--- src/rtl/led_scan_pkg.sv ---
package led_scan_pkg;

    localparam int NUM_DIGITS = 8;
    localparam int DIG_W      = $clog2(NUM_DIGITS);
    localparam int SEG_W      = 8;
    localparam int NIB_W      = 4;

    typedef enum logic {
        PH_GAP = 1'b0,
        PH_ON  = 1'b1
    } scan_phase_e;

    typedef struct packed {
        scan_phase_e          phase;
        logic [DIG_W-1:0]     slot;
    } scan_pos_t;

    // Logical segment levels: 1 = lit. Bit 0 = a ... bit 6 = g, bit 7 = dp.
    typedef struct packed {
        logic dp;
        logic g;
        logic f;
        logic e;
        logic d;
        logic c;
        logic b;
        logic a;
    } seg_lit_t;

    typedef enum logic [1:0] {
        FMT_HEX   = 2'd0,
        FMT_CODEB = 2'd1,
        FMT_RAW   = 2'd2
    } glyph_fmt_e;

    // Scan slot to digit index (digit number minus one); the order is behaviour.
    function automatic logic [DIG_W-1:0] slot_to_digit(input logic [DIG_W-1:0] slot);
        logic [DIG_W-1:0] idx;
        case (slot)
            3'd0:    idx = 3'd1;
            3'd1:    idx = 3'd4;
            3'd2:    idx = 3'd0;
            3'd3:    idx = 3'd6;
            3'd4:    idx = 3'd7;
            3'd5:    idx = 3'd5;
            3'd6:    idx = 3'd3;
            default: idx = 3'd2;
        endcase
        return idx;
    endfunction

    // Seven-segment shapes, bit order {g,f,e,d,c,b,a}.
    function automatic logic [6:0] hex_shape(input logic [NIB_W-1:0] nib);
        logic [6:0] s;
        case (nib)
            4'h0: s = 7'h3F;
            4'h1: s = 7'h06;
            4'h2: s = 7'h5B;
            4'h3: s = 7'h4F;
            4'h4: s = 7'h66;
            4'h5: s = 7'h6D;
            4'h6: s = 7'h7D;
            4'h7: s = 7'h07;
            4'h8: s = 7'h7F;
            4'h9: s = 7'h6F;
            4'hA: s = 7'h77;
            4'hB: s = 7'h7C;
            4'hC: s = 7'h39;
            4'hD: s = 7'h5E;
            4'hE: s = 7'h79;
            default: s = 7'h71;
        endcase
        return s;
    endfunction

    function automatic logic [6:0] codeb_shape(input logic [NIB_W-1:0] nib);
        logic [6:0] s;
        case (nib)
            4'hA:    s = 7'h40;  // minus
            4'hB:    s = 7'h79;  // E
            4'hC:    s = 7'h76;  // H
            4'hD:    s = 7'h38;  // L
            4'hE:    s = 7'h73;  // P
            4'hF:    s = 7'h00;  // blank
            default: s = hex_shape(nib);
        endcase
        return s;
    endfunction

    function automatic seg_lit_t raw_shape(input logic [SEG_W-1:0] byte_in);
        seg_lit_t r;
        r.dp = ~byte_in[7];
        r.a  = byte_in[6];
        r.b  = byte_in[5];
        r.c  = byte_in[4];
        r.e  = byte_in[3];
        r.g  = byte_in[2];
        r.f  = byte_in[1];
        r.d  = byte_in[0];
        return r;
    endfunction

endpackage

--- src/rtl/led_scan_glyph.sv ---
module led_scan_glyph
    import led_scan_pkg::*;
(
    input  logic [SEG_W-1:0] code,
    input  glyph_fmt_e       fmt,
    output seg_lit_t         lit
);

    logic       dp_on;
    logic [6:0] shape;

    assign dp_on = ~code[SEG_W-1];

    always_comb begin
        unique case (fmt)
            FMT_CODEB: shape = codeb_shape(code[NIB_W-1:0]);
            default:   shape = hex_shape(code[NIB_W-1:0]);
        endcase
    end

    always_comb begin
        if (fmt == FMT_RAW) begin
            lit = raw_shape(code);
        end else begin
            lit = {dp_on, shape};
        end
    end

endmodule

--- src/rtl/led_scan_timer.sv ---
module led_scan_timer
    import led_scan_pkg::*;
#(
    parameter int ON_CYCLES  = 32000,
    parameter int GAP_CYCLES = 1000
) (
    input  logic      clk,
    input  logic      rst,
    input  logic      halt,
    output scan_pos_t pos
);

    localparam int LONGEST = (ON_CYCLES > GAP_CYCLES) ? ON_CYCLES : GAP_CYCLES;
    localparam int CNT_W   = (LONGEST > 1) ? $clog2(LONGEST) : 1;
    localparam logic [CNT_W-1:0] ON_LAST  = CNT_W'(ON_CYCLES - 1);
    localparam logic [CNT_W-1:0] GAP_LAST = CNT_W'(GAP_CYCLES - 1);

    scan_pos_t        pos_q, pos_d;
    logic [CNT_W-1:0] cnt_q, cnt_d;
    logic             at_end;

    always_comb begin
        at_end = (pos_q.phase == PH_ON) ? (cnt_q == ON_LAST) : (cnt_q == GAP_LAST);
        pos_d  = pos_q;
        cnt_d  = cnt_q + CNT_W'(1);
        if (at_end) begin
            cnt_d = '0;
            if (pos_q.phase == PH_ON) begin
                pos_d.phase = PH_GAP;
                pos_d.slot  = pos_q.slot + DIG_W'(1);
            end else begin
                pos_d.phase = PH_ON;
            end
        end
    end

    always_ff @(posedge clk) begin
        if (rst || halt) begin
            pos_q <= '{phase: PH_GAP, slot: '0};
            cnt_q <= '0;
        end else begin
            pos_q <= pos_d;
            cnt_q <= cnt_d;
        end
    end

    assign pos = pos_q;

endmodule

--- src/rtl/led_scan_drive.sv ---
module led_scan_drive
    import led_scan_pkg::*;
#(
    parameter bit COMMON_ANODE = 1'b1
) (
    input  logic                  clk,
    input  logic                  rst,
    input  logic                  show,
    input  logic [DIG_W-1:0]      dig_idx,
    input  seg_lit_t              seg_lit,
    output logic [NUM_DIGITS-1:0] digit_en,
    output logic [SEG_W-1:0]      seg_out
);

    logic [NUM_DIGITS-1:0] dig_sel;
    logic [NUM_DIGITS-1:0] dig_q;
    seg_lit_t              seg_q;

    for (genvar i = 0; i < NUM_DIGITS; i++) begin : g_sel
        assign dig_sel[i] = show && (dig_idx == DIG_W'(i));
    end

    always_ff @(posedge clk) begin
        if (rst) begin
            dig_q <= '0;
            seg_q <= '0;
        end else begin
            dig_q <= dig_sel;
            seg_q <= show ? seg_lit : '0;
        end
    end

    if (COMMON_ANODE) begin : g_anode
        assign digit_en = dig_q;
        assign seg_out  = ~seg_q;
    end else begin : g_cathode
        assign digit_en = ~dig_q;
        assign seg_out  = seg_q;
    end

endmodule

--- src/rtl/led_scan_mux.sv ---
module led_scan_mux
    import led_scan_pkg::*;
#(
    parameter int ON_CYCLES    = 32000,
    parameter int GAP_CYCLES   = 1000,
    parameter bit COMMON_ANODE = 1'b1
) (
    input  logic                  clk,
    input  logic                  rst,
    output logic [DIG_W-1:0]      mem_addr,
    input  logic [SEG_W-1:0]      mem_data,
    input  logic                  hex_sel,
    input  logic [NUM_DIGITS-1:0] raw_mask,
    input  logic                  shutdown,
    input  logic                  blank_req,
    output logic [NUM_DIGITS-1:0] digit_en,
    output logic [SEG_W-1:0]      seg_out
);

    scan_pos_t        pos;
    logic [DIG_W-1:0] dig_idx;
    glyph_fmt_e       fmt;
    seg_lit_t         lit;
    logic             show;

    led_scan_timer #(
        .ON_CYCLES (ON_CYCLES),
        .GAP_CYCLES(GAP_CYCLES)
    ) u_timer (
        .clk (clk),
        .rst (rst),
        .halt(shutdown),
        .pos (pos)
    );

    assign dig_idx  = slot_to_digit(pos.slot);
    assign mem_addr = dig_idx;

    always_comb begin
        if (raw_mask[dig_idx]) begin
            fmt = FMT_RAW;
        end else if (hex_sel) begin
            fmt = FMT_HEX;
        end else begin
            fmt = FMT_CODEB;
        end
    end

    led_scan_glyph u_glyph (
        .code(mem_data),
        .fmt (fmt),
        .lit (lit)
    );

    assign show = (pos.phase == PH_ON) && !shutdown && !blank_req;

    led_scan_drive #(
        .COMMON_ANODE(COMMON_ANODE)
    ) u_drive (
        .clk     (clk),
        .rst     (rst),
        .show    (show),
        .dig_idx (dig_idx),
        .seg_lit (lit),
        .digit_en(digit_en),
        .seg_out (seg_out)
    );

endmodule

--- config.mk ---
export PLATFORM = sky130hd
export DESIGN_NAME = led_scan_mux
export DESIGN_NICKNAME = d
export VERILOG_FILES = /design/src/rtl/led_scan_pkg.sv /design/src/rtl/led_scan_glyph.sv /design/src/rtl/led_scan_timer.sv /design/src/rtl/led_scan_drive.sv /design/src/rtl/led_scan_mux.sv
export SDC_FILE = /design/constraint.sdc
export NUM_CORES = 1
export LEC_CHECK = 0
export ABC_AREA = 1
export BUFFER_PORTS_ARGS = -buffer_cell sky130_fd_sc_hd__buf_2
export CAP_MARGIN = 20
export CORE_ASPECT_RATIO = 0.5
export CORE_UTILIZATION = 46
export DETAILED_ROUTE_END_ITERATION = 8
export PLACE_DENSITY = 0.77
export RECOVER_POWER = 25
export SLEW_MARGIN = 40
export SYNTH_ARGS = -nofsm -noshare
export SYNTH_HDL_FRONTEND = slang
export SYNTH_SLANG_ARGS = --single-unit
--- constraint.sdc ---
create_clock -name clk -period 2.9 [get_ports clk]
set_clock_uncertainty 0.1 [all_clocks]
set_input_delay 0.29 -clock clk [delete_from_list [all_inputs] [get_ports clk]]
set_output_delay 0.29 -clock clk [all_outputs]
set_load 0.01 [all_outputs]
==> results of run 1 <==
[kinds of logic (layout without fill, tap and decap cells)]
logic type      after synthesis  after routing  synth area share [%]
compound gates               36             36                 9.938
xor+xnor                     14             14                 6.125
fa+ha+maj                    12             12                 7.500
buf+inv                      42             84                 8.750
flops                        35             35                 35.00
simple gates                149            149                 32.69
[final timing paths]
| kind | startpoint | endpoint | slack (ns) |
|---|---|---|---|
| min reg2reg | u_timer.cnt_q[0]$_SDFF_PP0_ | u_timer.cnt_q[0]$_SDFF_PP0_ | 0.35 |
| min | mem_data[7] | u_drive.seg_q[7]$_SDFF_PP0_ | 0.06 |
| max reg2reg | u_timer.pos[0]$_SDFFE_PP0P_ | u_drive.seg_q[4]$_SDFF_PP0_ | 0.73 |
| max | u_timer.pos[0]$_SDFFE_PP0P_ | u_drive.seg_q[4]$_SDFF_PP0_ | 0.73 |
[critical path: stages (launching register included)]
cell	delay, ns
dfxtp_1	0.45
inv_1	0.14
ha_1	0.23
o21ai_2	0.24
nand2_4	0.12
nand2_1	0.09
nand2_1	0.06
nand2_1	0.07
nand3_2	0.10
nand2_2	0.18
nand2_1	0.07
nor2_1	0.13
nor2_1	0.05
nor2_1	0.08
[stage by stage]
stage               util, %  instances  worst slack [ns]  instance area, um^2
floorplan                 -        288            0.9511                 2002
global placement      55.38        376            0.9036                 2228
detailed placement    55.38        376            0.7565                 2228
CTS                   57.96        384            0.7386                 2332
global route          57.56        384            0.4911                 2316
finish                57.56        384            0.7259                 2316
[cell type report]
type | count | area (um^2) | area share, %
tap | 54 | 67.56 | 2.917
timing repair buffer | 39 | 178.9 | 7.726
clock inverter | 1 | 7.507 | 0.3241
inverter | 37 | 138.9 | 5.997
clock buffer | 7 | 96.34 | 4.160
sequential | 35 | 700.7 | 30.25
multi-input combinational | 211 | 1126 | 48.62
[synthesized netlist by cell type, types with 2 or more instances]
library cell / n
xor2_1: 8
inv_1: 35
nand3_1: 17
o21ai_1: 2
xnor2_1: 6
buf_4: 2
ha_1: 12
nor2_1: 48
nand2_2: 2
a21oi_1: 14
inv_2: 2
nor3_1: 4
buf_2: 2
o21ai_0: 13
nor3b_1: 3
nand4_1: 4
nand3_2: 2
dfxtp_1: 35
nand2_1: 61
[sequential cells by signal, summed over array words and instances, names as in the netlist]
name,flops
u_timer.cnt_q,15
u_drive.digit_en,8
u_drive.seg_q,8
u_timer.pos,4
[power by group through the flow]
stage | logic [mW] | registers, mW | clock network [mW]
5_1_grt | 0.0969 | 0.482 | 0.414
4_1_cts | 0.0833 | 0.483 | 0.394
3_5_place_dp | 0.0830 | 0.494 | 0
2_1_floorplan | 0.0585 | 0.494 | 0
6_report | 0.0846 | 0.483 | 0.388
3_3_place_gp | 0.0808 | 0.494 | 0
[placed cells by master, fill, tap and decap left out, drive strengths merged, types with 3 or more instances in the layout]
cell type  instances
nand2             64
nor2              49
inv               37
dfxtp             35
buf               26
clkbuf            20
nand3             19
o21ai             16
a21oi             15
ha                12
xor2               8
xnor2              6
nor3               5
nand4              4
nor3b              3
or2                3
[per-layer routing]
metal / vias up / track usage [%] / wire [um]
met5: - / 0 / 0
met3: 6 / 4.245 / 130
met1: 856 / 22.25 / 1830
met2: 32 / 33.93 / 2061
li1: 993 / - / -
met4: 0 / 6.566 / 55
==> flow_metrics.env, run 1 <==
export IMPL_drt_wl_total_um=4078
export IMPL_synth_distinct_cells=35
export IMPL_synth_cells=288
export IMPL_fin_tns_setup_ns=0
export IMPL_period_minus_slack_ns=2.174
export IMPL_synth_avg_cell_area_um2=6.951
export IMPL_clk_latency_ns=0.28
export IMPL_tritoncts="built"
export IMPL_syn_cell_area_mm2=0.002002
export IMPL_slew_headroom_pct=66.16
export IMPL_layout_nets=362
export IMPL_post_dp_hpwl_um=3182
export IMPL_num_rows=16
export IMPL_grt_pass1_vias=1728
export IMPL_cts_root_buf="clkbuf_8"
export IMPL_slew_violations=0
export IMPL_clkSlewWorstSetupHoldPaths_ns=0.07
export IMPL_die_h_um=48.65
export IMPL_synth_edff_count=0
export IMPL_timing_final_crit_share_pct=74.97
export IMPL_power_net_switching_mw=0.2255
export IMPL_critical_path_class="flop to flop"
export IMPL_grt_total_usage_pct=18.99
export IMPL_synth_area_leaders="dfxtp_1, nand2_1, nor2_1, ha_1, inv_1"
export IMPL_antenna_found_initial=0
export IMPL_tightest_slew_ns=0.5064
export IMPL_status="completed"
export IMPL_area_growth_pct=15.69
export IMPL_gp_congestion=0.9018
export IMPL_min_path_cells=2
export IMPL_diodes=0
export IMPL_fill_cells=360
export IMPL_synthFlopType="dfxtp_1"
export IMPL_hold_class="input pin to flop"
export IMPL_seq_area_frac_synth_pct=35.00
export IMPL_final_hold_viol_count=0
export IMPL_p_total_mw=0.9553
export IMPL_numCtsBuffers=5
export IMPL_cap_violations=0
export IMPL_grt_start_max_net_pins=16
export IMPL_p_comb_share_pct=8.9
export IMPL_critical_path_arrival_ns=2.29
export IMPL_r2r_worst_path_cells=13
export IMPL_synth_seq_cells=35
export IMPL_ios=40
export IMPL_antenna_left=0
export IMPL_synth_top_area_share_pct=35.00
export IMPL_switching_share_pct=23.61
export IMPL_rsz0062_at_grt="false"
export IMPL_p_leak_nw=0.9906
export IMPL_syn_nets=321
export IMPL_hold_ws_ns=0.05708
export IMPL_coreArea_mm2=0.004024
export IMPL_numClockSinks=35
export IMPL_cp_end_kind="flop"
export IMPL_io_buffer_count=39
export IMPL_clockBufferDepth=2
export IMPL_grt_overflow=0
export IMPL_yosysTopAreaCell="dfxtp_1"
export IMPL_drt_iter0_drc=52
export IMPL_grt_pass1_wl_um=7031
export IMPL_die_w_um=95.30
export IMPL_ctsHoldBuffers=0
export IMPL_async_flop_share_pct=0
export IMPL_drt_pass1_iterations=4
export IMPL_power_frac_seq_pct=50.5
export IMPL_setup_viol=0
export IMPL_intPower_mw=0.7298
export IMPL_path_max_fanout=11
export IMPL_power_density_mw_per_mm2=412.5
export IMPL_drive_gt1_share_pct=13.94
export IMPL_ys_warn_count=0
export IMPL_cts_setup_buffers=0
export IMPL_irDropWorstVdd_mv=0.1769
export IMPL_worstPathRequired_ns=3.02
export IMPL_wl_per_cell_um=10.62
export IMPL_start_util_pct=49.75
export IMPL_cp_start_kind="flop"
export IMPL_drc=0
export IMPL_p_clk_share_pct=40.6
export IMPL_dieArea_mm2=0.004636
export IMPL_cts_resized_gates=0
export IMPL_fmax_ghz=0.4600
export IMPL_vias=1887
export IMPL_cts_htree_levels=2
export IMPL_avgViaCountPerCell=4.914
Power figures use the tool's default switching activity.
==> run 2, diff against run 1 <==
ABC_AREA = 0   (was 1)
PLACE_DENSITY = 0.76   (was 0.77)
clock period = 2.3 ns   (was 2.9 ns; I/O delays follow)
==> flow_metrics.env, run 2 <==
export IMPL_dieArea_mm2=0.004700
export IMPL_fin_ws_ns=0.1510
export IMPL_numCtsBuffers=5
export IMPL_yosysMostFrequentCell="dfxtp_1"
export IMPL_synthFlopType="dfxtp_1"
export IMPL_power_density_mw_per_mm2=507.2
export IMPL_clkSlewWorstSetupHoldPaths_ns=0.07
export IMPL_rsz0062_at_grt="false"
export IMPL_mostFrequentLayoutCells="dfxtp_1, nor2_1, buf_2, nand2_1, inv_1"
export IMPL_area_growth_pct=20.52
export IMPL_cp_end_kind="flop"
export IMPL_irDropWorstVdd_mv=0.2540
export IMPL_drt_pass1_iterations=4
export IMPL_fill_cells=358
export IMPL_cpMaxStageDelayCell="dfxtp_1"
export IMPL_num_rows=16
export IMPL_grt_pass1_wl_um=7224
export IMPL_coreArea_mm2=0.004064
export IMPL_cts_root_buf="clkbuf_8"
export IMPL_grt_use_met3_pct=6.075
export IMPL_use_met1_pct=22.69
export IMPL_grt_pass1_vias=1715
export IMPL_synth_area_leaders="dfxtp_1, ha_1, mux2i_1, nor2_1, nand2_1"
export IMPL_status="completed"
export IMPL_fmax_ghz=0.4653
export IMPL_synth_cells=237
export IMPL_critical_path_arrival_ns=2.21
export IMPL_io_buffer_count=39
export IMPL_seq_area_frac_synth_pct=34.50
export IMPL_ys_warn_count=0
export IMPL_dp_worst_setup_slack_ns=-0.08001
export IMPL_hold_ws_ns=0.02292
export IMPL_setup_viol=0
export IMPL_diodes=0
export IMPL_tightest_slew_ns=0.4455
export IMPL_synth_seq_cells=35
export IMPL_async_flop_share_pct=0
export IMPL_gp_congestion=0.8140
export IMPL_ios=40
export IMPL_clk_latency_ns=0.28
export IMPL_largest_register_ffs=15
export IMPL_path_max_fanout=7
export IMPL_grt_start_max_net_pins=20
export IMPL_antenna_left=0
export IMPL_cpPeakStageDelay_ns=0.37
export IMPL_slew_violations=0
export IMPL_die_w_um=95.97
export IMPL_drt_wl_total_um=4219
export IMPL_yosysTopAreaCell="dfxtp_1"
export IMPL_r2r_worst_path_cells=9
export IMPL_mostFrequentLayoutCell="dfxtp_1"
export IMPL_use_met2_pct=33.81
export IMPL_drc=0
export IMPL_clockBufferDepth=2
export IMPL_worstPathCellList="inv_1, ha_1, nand2b_4, a21oi_4, clkinv_4, a2111oi_4, nor4_4, buf_4, mux2i_1"
export IMPL_synth_avg_cell_area_um2=8.568
export IMPL_synth_commonest_cells="dfxtp_1, nor2_1, nand2_1, inv_1"
export IMPL_layout_nets=316
export IMPL_syn_nets=270
export IMPL_final_hold_viol_count=0
export IMPL_slew_headroom_pct=70.30
export IMPL_syn_cell_area_mm2=0.002031
export IMPL_synth_edff_count=0
export IMPL_avgViaCountPerCell=5.223
export IMPL_tritoncts="built"
export IMPL_synth_distinct_cells=47
export IMPL_timing_final_crit_share_pct=93.44
export IMPL_grt_busiest_layer="met2"
export IMPL_p_leak_nw=0.9934
export IMPL_die_h_um=48.98
export IMPL_largest_register="u_timer.cnt_q"
export IMPL_critical_path_class="flop to flop"
export IMPL_drt_iter0_drc=38
export IMPL_cp_start_kind="flop"
export IMPL_post_dp_hpwl_um=3144
export IMPL_period_minus_slack_ns=2.149
export IMPL_synth_top_area_share_pct=34.50
export IMPL_vias=1760
export IMPL_numClockSinks=35
export IMPL_start_util_pct=49.97
export IMPL_antenna_found_initial=0
export IMPL_min_path_cells=2
export IMPL_grt_overflow=0
export IMPL_drive_gt1_share_pct=21.20
export IMPL_cts_htree_levels=2
export IMPL_wl_per_cell_um=12.52
export IMPL_hold_class="input pin to flop"
export IMPL_grt_total_usage_pct=19.75
export IMPL_cap_violations=0
export IMPL_worstPathRequired_ns=2.36
-- run 2: layout make-up --
class	instances	area [um^2]	share of cell area (%)
clock buffers	6	72.57	2.965
clock inverters	1	30.03	1.227
inverters	21	83.83	3.425
multi-input cells	172	1241	50.72
flip-flops and latches	35	700.7	28.63
well taps	54	67.56	2.761
repair buffers	48	251.5	10.28
-- run 2: timing repair --
action,CTS,global route
resized for setup,4,1
setup endpoints to repair,7,7
pin swaps,1,2
hold buffers,1,0
buffers inserted,1,0
endpoints found under the hold margin,1,0
-- run 2: cells by family after synthesis --
| kind of cell | count (synthesis) | share of synthesized area (%) |
|---|---|---|
| buffers and inverters | 30 | 6.346 |
| adders and majority gates | 12 | 7.394 |
| xor gates and xnor gates | 15 | 6.470 |
| AOI/OAI and AO/OA | 33 | 13.06 |
| and+or+nand+nor | 97 | 24.09 |
| muxes | 15 | 8.133 |
| DFF | 35 | 34.50 |
-- run 2: power by group --
group          internal [mW]  total, mW  leakage (nW)  switching [mW]
clock                  0.317      0.522        0.0513           0.204
combinational         0.0514      0.111         0.660          0.0593
sequential             0.608      0.609         0.282         0.00124
total                  0.976       1.24         0.993           0.265
-- run 2: critical path, delay by kind of cell (launching register included) --
kind                     cells  cell delay [ns]
multiplexers                 1             0.13
flip-flops                   1             0.37
buffers and inverters        3             0.39
AO/OA/AOI/OAI                2             0.55
adder cells (fa/ha/maj)      1             0.23
AND/OR/NAND/NOR              2             0.25
-- run 2: layer usage --
layer / wire length, um / part of all wire [%] / vias up
met5: 0 / 0 / -
met4: 36 / 0.85 / 0
met3: 131 / 3.1 / 4
met2: 2183 / 52 / 28
met1: 1867 / 44 / 820
li1: - / - / 908
-- run 2: per-stage QoR --
stage | total power [mW] | area, um^2 | util, % | TNS [ns] | std cells
after detailed placement | 0.7302 | 2318 | 57.05 | -0.4145 | 328
after CTS | 1.249 | 2456 | 60.44 | 0 | 337
after global placement | 0.7274 | 2318 | 57.05 | 0 | 328
after floorplan | 0.6937 | 2051 | - | 0 | 237
final | 1.241 | 2447 | 60.22 | 0 | 337
after global routing | 1.292 | 2447 | 60.22 | 0 | 337
-- run 2: path summary, 6_finish.rpt --
kind | to | slack, ns | start
setup / recovery | u_drive.seg_q[2]$_SDFF_PP0_ | 0.15 | u_timer.pos[0]$_SDFFE_PP0P_
hold / removal | u_drive.seg_q[7]$_SDFF_PP0_ | 0.02 | blank_req
setup reg to reg | u_drive.seg_q[2]$_SDFF_PP0_ | 0.15 | u_timer.pos[0]$_SDFFE_PP0P_
hold reg to reg | u_timer.cnt_q[0]$_SDFF_PP0_ | 0.35 | u_timer.cnt_q[0]$_SDFF_PP0_
